### src/rtl/uvb_pkg.sv
package uvb_pkg;

  // index width for n items, never below one bit
  function automatic int idx_w(input int n);
    return (n <= 2) ? 1 : $clog2(n);
  endfunction

  // counter width able to hold 0..n
  function automatic int cnt_w(input int n);
    return $clog2(n + 1);
  endfunction

  // classification of a read, brought out as a named event
  typedef enum logic [1:0] {
    RD_IDLE    = 2'd0,
    RD_EMPTY   = 2'd1,
    RD_POP     = 2'd2,
    RD_RELEASE = 2'd3
  } rd_kind_e;

endpackage

### src/rtl/uvb_first_set.sv
module uvb_first_set #(
  parameter int W  = 16,
  parameter int IW = 4
) (
  input  logic [W-1:0]  mask,
  output logic          found,
  output logic [IW-1:0] idx
);

  // lowest set bit wins
  always_comb begin
    found = 1'b0;
    idx   = '0;
    for (int i = W - 1; i >= 0; i--) begin
      if (mask[i]) begin
        found = 1'b1;
        idx   = IW'(i);
      end
    end
  end

endmodule

### src/rtl/uvb_slot_pool.sv
module uvb_slot_pool
  import uvb_pkg::*;
#(
  parameter int SLOTS  = 16,
  parameter int FLIT_W = 16,
  localparam int SW    = idx_w(SLOTS),
  localparam int CNTW  = cnt_w(SLOTS)
) (
  input  logic              clk,
  input  logic              rst_n,
  input  logic              take,
  input  logic [FLIT_W-1:0] take_data,
  input  logic              take_tail,
  input  logic              put,
  input  logic [SW-1:0]     put_idx,
  input  logic              link_en,
  input  logic [SW-1:0]     link_idx,
  input  logic [SW-1:0]     rd_idx,
  output logic              pick_valid,
  output logic [SW-1:0]     pick_idx,
  output logic [CNTW-1:0]   free_cnt,
  output logic [FLIT_W-1:0] rd_data,
  output logic              rd_tail,
  output logic [SW-1:0]     rd_next
);

  logic [SLOTS-1:0]  free_map;
  logic [SLOTS-1:0]  free_nxt;
  logic [FLIT_W-1:0] data_q [SLOTS];
  logic              tail_q [SLOTS];
  logic [SW-1:0]     next_q [SLOTS];

  function automatic logic [CNTW-1:0] popcnt(input logic [SLOTS-1:0] m);
    logic [CNTW-1:0] s;
    s = '0;
    for (int i = 0; i < SLOTS; i++) s = s + CNTW'(m[i]);
    return s;
  endfunction

  uvb_first_set #(.W(SLOTS), .IW(SW)) u_pick (
    .mask  (free_map),
    .found (pick_valid),
    .idx   (pick_idx)
  );

  assign free_cnt = popcnt(free_map);

  always_comb begin
    free_nxt = free_map;
    if (take) free_nxt[pick_idx] = 1'b0;
    if (put)  free_nxt[put_idx]  = 1'b1;
  end

  always_ff @(posedge clk) begin
    if (!rst_n) free_map <= '1;
    else        free_map <= free_nxt;
  end

  always_ff @(posedge clk) begin
    if (take) begin
      data_q[pick_idx] <= take_data;
      tail_q[pick_idx] <= take_tail;
    end
    if (link_en) next_q[link_idx] <= pick_idx;
  end

  assign rd_data = data_q[rd_idx];
  assign rd_tail = tail_q[rd_idx];
  assign rd_next = next_q[rd_idx];

  AST_PUT_WAS_HELD: assert property (@(posedge clk) disable iff (!rst_n)
    put |-> !free_map[put_idx]);

endmodule

### src/rtl/uvb_vc_table.sv
module uvb_vc_table
  import uvb_pkg::*;
#(
  parameter int NVC   = 16,
  parameter int SLOTS = 16,
  localparam int VCW  = idx_w(NVC),
  localparam int SW   = idx_w(SLOTS),
  localparam int CNTW = cnt_w(SLOTS)
) (
  input  logic                clk,
  input  logic                rst_n,
  input  logic                alloc_take,
  input  logic [VCW-1:0]      alloc_id,
  input  logic                rel_en,
  input  logic                wr_en,
  input  logic [VCW-1:0]      wr_vc,
  input  logic [SW-1:0]       new_slot,
  input  logic                rd_en,
  input  logic [VCW-1:0]      rd_vc,
  input  logic [SW-1:0]       head_next,
  output logic [NVC-1:0]      alloc_map,
  output logic [SW-1:0]       head_rd,
  output logic [SW-1:0]       tail_wr,
  output logic [CNTW-1:0]     cnt_rd,
  output logic [CNTW-1:0]     cnt_wr,
  output logic [NVC-1:0]      empty,
  output logic [NVC*CNTW-1:0] cnt_flat
);

  logic [SW-1:0]   head_arr [NVC];
  logic [SW-1:0]   tail_arr [NVC];
  logic [CNTW-1:0] cnt_arr  [NVC];
  logic            own_arr  [NVC];

  for (genvar v = 0; v < NVC; v++) begin : g_vc
    logic [SW-1:0]   h;
    logic [SW-1:0]   t;
    logic [CNTW-1:0] c;
    logic            a;
    logic            inc;
    logic            dec;

    assign inc = wr_en && (wr_vc == VCW'(v));
    assign dec = rd_en && (rd_vc == VCW'(v));

    always_ff @(posedge clk) begin
      if (!rst_n) begin
        h <= '0;
        t <= '0;
        c <= '0;
        a <= 1'b0;
      end else begin
        c <= c + CNTW'(inc) - CNTW'(dec);
        if (inc) t <= new_slot;
        if (inc && ((c == '0) || ((c == CNTW'(1)) && dec))) h <= new_slot;
        else if (dec)                                        h <= head_next;
        if (rel_en && dec)                             a <= 1'b0;
        else if (alloc_take && (alloc_id == VCW'(v)))  a <= 1'b1;
      end
    end

    assign head_arr[v] = h;
    assign tail_arr[v] = t;
    assign cnt_arr[v]  = c;
    assign own_arr[v]  = a;

    AST_IDLE_VC_EMPTY: assert property (@(posedge clk) disable iff (!rst_n)
      !a |-> (c == '0));
  end

  always_comb begin
    for (int v = 0; v < NVC; v++) begin
      alloc_map[v]                 = own_arr[v];
      empty[v]                     = (cnt_arr[v] == '0);
      cnt_flat[v*CNTW +: CNTW]     = cnt_arr[v];
    end
  end

  assign head_rd = head_arr[rd_vc];
  assign tail_wr = tail_arr[wr_vc];
  assign cnt_rd  = cnt_arr[rd_vc];
  assign cnt_wr  = cnt_arr[wr_vc];

endmodule

### src/rtl/shared_vc_buffer.sv
module shared_vc_buffer
  import uvb_pkg::*;
#(
  parameter int V       = 4,
  parameter int K       = 4,
  parameter int NUM_ESC = 1,
  parameter int FLIT_W  = 16,
  localparam int NVC    = V * K,
  localparam int SLOTS  = V * K,
  localparam int VCW    = idx_w(NVC),
  localparam int SW     = idx_w(SLOTS),
  localparam int CNTW   = cnt_w(SLOTS)
) (
  input  logic                clk,
  input  logic                rst_n,
  input  logic                alloc_req,
  input  logic                alloc_esc,
  output logic                alloc_gnt,
  output logic [VCW-1:0]      alloc_vc,
  input  logic                wr_valid,
  input  logic [VCW-1:0]      wr_vc,
  input  logic [FLIT_W-1:0]   wr_data,
  input  logic                wr_tail,
  output logic                wr_err,
  input  logic                rd_valid,
  input  logic [VCW-1:0]      rd_vc,
  output logic                rd_ok,
  output logic [FLIT_W-1:0]   rd_data,
  output logic                rd_tail,
  output logic [NVC-1:0]      vc_empty,
  output logic [NVC*CNTW-1:0] vc_count,
  output logic                rel_valid,
  output logic [VCW-1:0]      rel_vc
);

  // named internal events
  logic            wr_acc;
  logic            same_vc_rw;
  logic            release_now;
  logic            link_en;
  rd_kind_e        rd_kind;

  logic [NVC-1:0]  alloc_map;
  logic [NVC-1:0]  cand_mask;
  logic [NVC-1:0]  esc_mask;
  logic            cand_found;
  logic [SW-1:0]   head_rd;
  logic [SW-1:0]   tail_wr;
  logic [CNTW-1:0] cnt_rd;
  logic [CNTW-1:0] cnt_wr;
  logic            pick_valid;
  logic [SW-1:0]   pick_idx;
  logic [CNTW-1:0] free_cnt;
  logic [SW-1:0]   head_next;

  function automatic int total_held(input logic [NVC*CNTW-1:0] flat);
    int s;
    s = 0;
    for (int v = 0; v < NVC; v++) s += int'(flat[v*CNTW +: CNTW]);
    return s;
  endfunction

  // escape class mask: identifiers below NUM_ESC
  for (genvar v = 0; v < NVC; v++) begin : g_esc
    assign esc_mask[v] = (v < NUM_ESC);
  end

  assign cand_mask = ~alloc_map & (alloc_esc ? esc_mask : ~esc_mask);

  uvb_first_set #(.W(NVC), .IW(VCW)) u_vc_pick (
    .mask  (cand_mask),
    .found (cand_found),
    .idx   (alloc_vc)
  );

  assign alloc_gnt = alloc_req && cand_found;

  // write side
  assign wr_acc  = wr_valid && alloc_map[wr_vc] && pick_valid;
  assign wr_err  = wr_valid && !wr_acc;
  assign link_en = wr_acc && (cnt_wr != '0);

  // read side
  assign rd_ok       = rd_valid && (cnt_rd != '0);
  assign same_vc_rw  = wr_acc && rd_ok && (wr_vc == rd_vc);
  assign release_now = rd_ok && rd_tail && (cnt_rd == CNTW'(1)) && !same_vc_rw;

  always_comb begin
    if (!rd_valid)        rd_kind = RD_IDLE;
    else if (!rd_ok)      rd_kind = RD_EMPTY;
    else if (release_now) rd_kind = RD_RELEASE;
    else                  rd_kind = RD_POP;
  end

  uvb_slot_pool #(.SLOTS(SLOTS), .FLIT_W(FLIT_W)) u_pool (
    .clk        (clk),
    .rst_n      (rst_n),
    .take       (wr_acc),
    .take_data  (wr_data),
    .take_tail  (wr_tail),
    .put        (rd_ok),
    .put_idx    (head_rd),
    .link_en    (link_en),
    .link_idx   (tail_wr),
    .rd_idx     (head_rd),
    .pick_valid (pick_valid),
    .pick_idx   (pick_idx),
    .free_cnt   (free_cnt),
    .rd_data    (rd_data),
    .rd_tail    (rd_tail),
    .rd_next    (head_next)
  );

  uvb_vc_table #(.NVC(NVC), .SLOTS(SLOTS)) u_table (
    .clk        (clk),
    .rst_n      (rst_n),
    .alloc_take (alloc_gnt),
    .alloc_id   (alloc_vc),
    .rel_en     (rd_kind == RD_RELEASE),
    .wr_en      (wr_acc),
    .wr_vc      (wr_vc),
    .new_slot   (pick_idx),
    .rd_en      (rd_ok),
    .rd_vc      (rd_vc),
    .head_next  (head_next),
    .alloc_map  (alloc_map),
    .head_rd    (head_rd),
    .tail_wr    (tail_wr),
    .cnt_rd     (cnt_rd),
    .cnt_wr     (cnt_wr),
    .empty      (vc_empty),
    .cnt_flat   (vc_count)
  );

  // release notice towards upstream
  always_ff @(posedge clk) begin
    if (!rst_n) begin
      rel_valid <= 1'b0;
      rel_vc    <= '0;
    end else begin
      rel_valid <= release_now;
      rel_vc    <= rd_vc;
    end
  end

  AST_ESC_RESERVED: assert property (@(posedge clk) disable iff (!rst_n)
    (alloc_gnt && !alloc_esc) |-> (int'(alloc_vc) >= NUM_ESC));
  AST_POOL_BALANCE: assert property (@(posedge clk) disable iff (!rst_n)
    (int'(free_cnt) + total_held(vc_count)) == SLOTS);
  AST_FULL_REJECT: assert property (@(posedge clk) disable iff (!rst_n)
    (wr_valid && (free_cnt == '0)) |-> wr_err);
  AST_ERR_NO_CHANGE: assert property (@(posedge clk) disable iff (!rst_n)
    (wr_err && !rd_ok) |=> (free_cnt == $past(free_cnt)));
  AST_REL_FREED: assert property (@(posedge clk) disable iff (!rst_n)
    rel_valid |-> (vc_empty[rel_vc] && !alloc_map[rel_vc]));

endmodule

### config.mk
export PLATFORM = sky130hd
export DESIGN_NAME = shared_vc_buffer
export DESIGN_NICKNAME = d
export VERILOG_FILES = /design/src/rtl/uvb_pkg.sv /design/src/rtl/uvb_first_set.sv /design/src/rtl/uvb_slot_pool.sv /design/src/rtl/uvb_vc_table.sv /design/src/rtl/shared_vc_buffer.sv
export SDC_FILE = /design/constraint.sdc
export NUM_CORES = 1
export LEC_CHECK = 0
export BUFFER_PORTS_ARGS = -buffer_cell sky130_fd_sc_hd__buf_2
export CORE_UTILIZATION = 31
export DETAILED_ROUTE_END_ITERATION = 10
export PLACE_DENSITY_LB_ADDON = 0.12
export SYNTH_ARGS = -nofsm -noshare
export SYNTH_HDL_FRONTEND = slang
export SYNTH_HIERARCHICAL = 1
export SYNTH_SLANG_ARGS = --single-unit
### constraint.sdc
create_clock -name clk -period 5.4 [get_ports clk]
set_clock_uncertainty 0.1 [all_clocks]
set_input_delay 1.35 -clock clk [delete_from_list [all_inputs] [get_ports clk]]
set_output_delay 1.35 -clock clk [all_outputs]
set_load 0.02 [all_outputs]
==> run metrics <==
outcome finished with violations; failing checks design-rule violations; Lkg Pwr 12.6 nW; drt total wl just over 90 mm; Crit Path Class input pin to output port; Worst setup SP type input pin; Synthesized Nets ~2.3k; Clk Latency, worst-skew pair between 600 and 700 ps; Power Total around 0.012 W; Starting DRT DRC Count 1,771; Final Hold Viols 0; worst r2r path cells 17; CTS tree done; RR Endpoint u_table/g_vc[3].c[4]; initial core utilization 0.314; Hold Path Sink u_table/g_vc[10].t[3]; setup violators final 0; highest clock rate 0.187 GHz; die area 90,800 um2; min-delay worst type register to register; clock tree root buffer cell clkbuf_16; pin slew with the least headroom to its limit about 1300 ps; data required time of the worst path approximately 4000 ps; most common cell after layout, fill and taps aside edfxtp_1; layout cells sized above 1 0.258; endpoint type of the worst setup path output port; Tcrit/Tclk final 0.991; GRT Overall Usage 0.196; initial antenna violation count 5; core area roughly 90,000 um2; Overflow after GRT 0; Num Clock Sinks ~580; largest net degree at the start of global routing 68; Rel. slew slack 0.148; I/O pin cnt approximately 160; hold depth 2; MaxCap Viol Count 0; CTS buffer count 70; hpwl dp approximately 63 mm; H-tree depth 3; hold_buf cts 0; flop2flop setup slack around 1100 ps; worst slack, placed -282 ps; DRC errors left 28; Max Slew Vio Count 0; RSZ-0062 raised after global routing true; nets roughly 2.6k; I/O Buffers 155; YS warnings 6; fin area roughly 34,000 um2; RePlAce Congestion 0.885; routed len/inst between 20 and 25 um; first-pass GRT wire length between 100 and 150 mm; worst hold margin 352 ps; dpl cell area between 30,000 and 40,000 um2; Syn Inst Count approximately 2.2k; commonest non-fill, non-tap cells in the layout 336 x edfxtp_1, 245 x dfxtp_1, 164 x nor2_1; pwr dens ~340 nW/um2; CTS max path bufs 3; clk slew on worst S/H paths about 60 ps; average instance area after synthesis between 10 and 15 um2; critical path arrival about 3900 ps; Die X around 300 um; Max rail drop VDD around 0.22 mV; r2r startpoint u_table/g_vc[11].c[1]; Max FO, Critical Path 8; row count around 110; Die Y-Extent roughly 300 um; minimum clock period between 5000 and 6000 ps; Layout area overhead 21.1%; TritonRoute pass-1 iters 8; worst hold path startpoint u_table/g_vc[10].t[3]; remaining antenna violation count 0; vias per std cell 5.33; vias in the first global route between 15k and 20k; Syn Std Cell Area around 28,000 um2; Final Worst Setup Slack about 50 ps; via count 19.6k
[worst max-delay path by stage]
stage	slack, ps	end	start	cells past startpoint
floorplan	10	u_table/g_vc[12].c[4]	rd_vc[0]	19
global placement	-220	u_table/g_vc[2].c[4]	rd_vc[1]	19
detailed placement	-280	u_table/g_vc[3].c[4]	rd_vc[1]	19
CTS	1	rd_data[12]	rd_vc[0]	14
global route	-20	rd_data[12]	rd_vc[0]	14
finish	50	rd_data[8]	rd_vc[0]	12
[timing repair]
| item | CTS | global route |
|---|---|---|
| pin swaps | 1 | 11 |
| resized for setup | 5 | 44 |
| gates cloned | 0 | 10 |
| setup buffers | 2 | 4 |
| endpoints found under the setup margin | 17 | 18 |
[registers in the layout, summed over array words and instances (netlist names)]
register and count:
u_table/g_vc.a 16, u_pool/data_q 256, u_table/g_vc.h 64, rel_vc 4, u_table/g_vc.c 80, u_pool/tail_q 16
u_pool/free_map 16, rel_valid 1, u_pool/next_q 64, u_table/g_vc.t 64
[per-stage QoR]
stage                     TNS (ps)  instances  utilization
after detailed placement     -5010       3530        0.349
final                            0       3676        0.380
after global placement       -3930       3530        0.349
after floorplan                  0       2166            -
after CTS                        0       3658        0.375
after global routing         -94.7       3673        0.380
[layer usage]
metal / routed length, um / up-vias / global-route usage
li1: - / 8783 / -
met1: 41300 / 10095 / 0.276
met2: 42100 / 611 / 0.312
met3: 4980 / 115 / 0.0298
met4: 2230 / 2 / 0.0585
met5: 9 / - / 0
[worst max-delay path: stages]
cell and delay, ps:
buf_2 100, buf_12 150, buf_8 140, mux4_2 500
a22oi_2 210, buf_4 170, nand2_8 120, clkbuf_16 210
mux4_2 440, a22oi_2 210, nand2_2 100, buf_4 170
[area by class of cell]
cell class              count  area, um2
clock buffers              86       1830
multi-input cells        1319      11900
fillers                  8460      54900
flip-flops and latches    581      15000
diodes                      4       10.0
well taps                1165       1460
repair buffers            340       2480
clock inverters            40        450
inverters                 141        532
[power by group]
| part | switching, W | total (W) | internal [W] |
|---|---|---|---|
| Clock | 0.00197 | 0.00470 | 0.00273 |
| Sequential | 0.000189 | 0.00498 | 0.00479 |
| Combinational | 0.00115 | 0.00185 | 0.000703 |
| Total | 0.00330 | 0.0115 | 0.00823 |
Note: power is estimated with default switching activity, not from simulation.
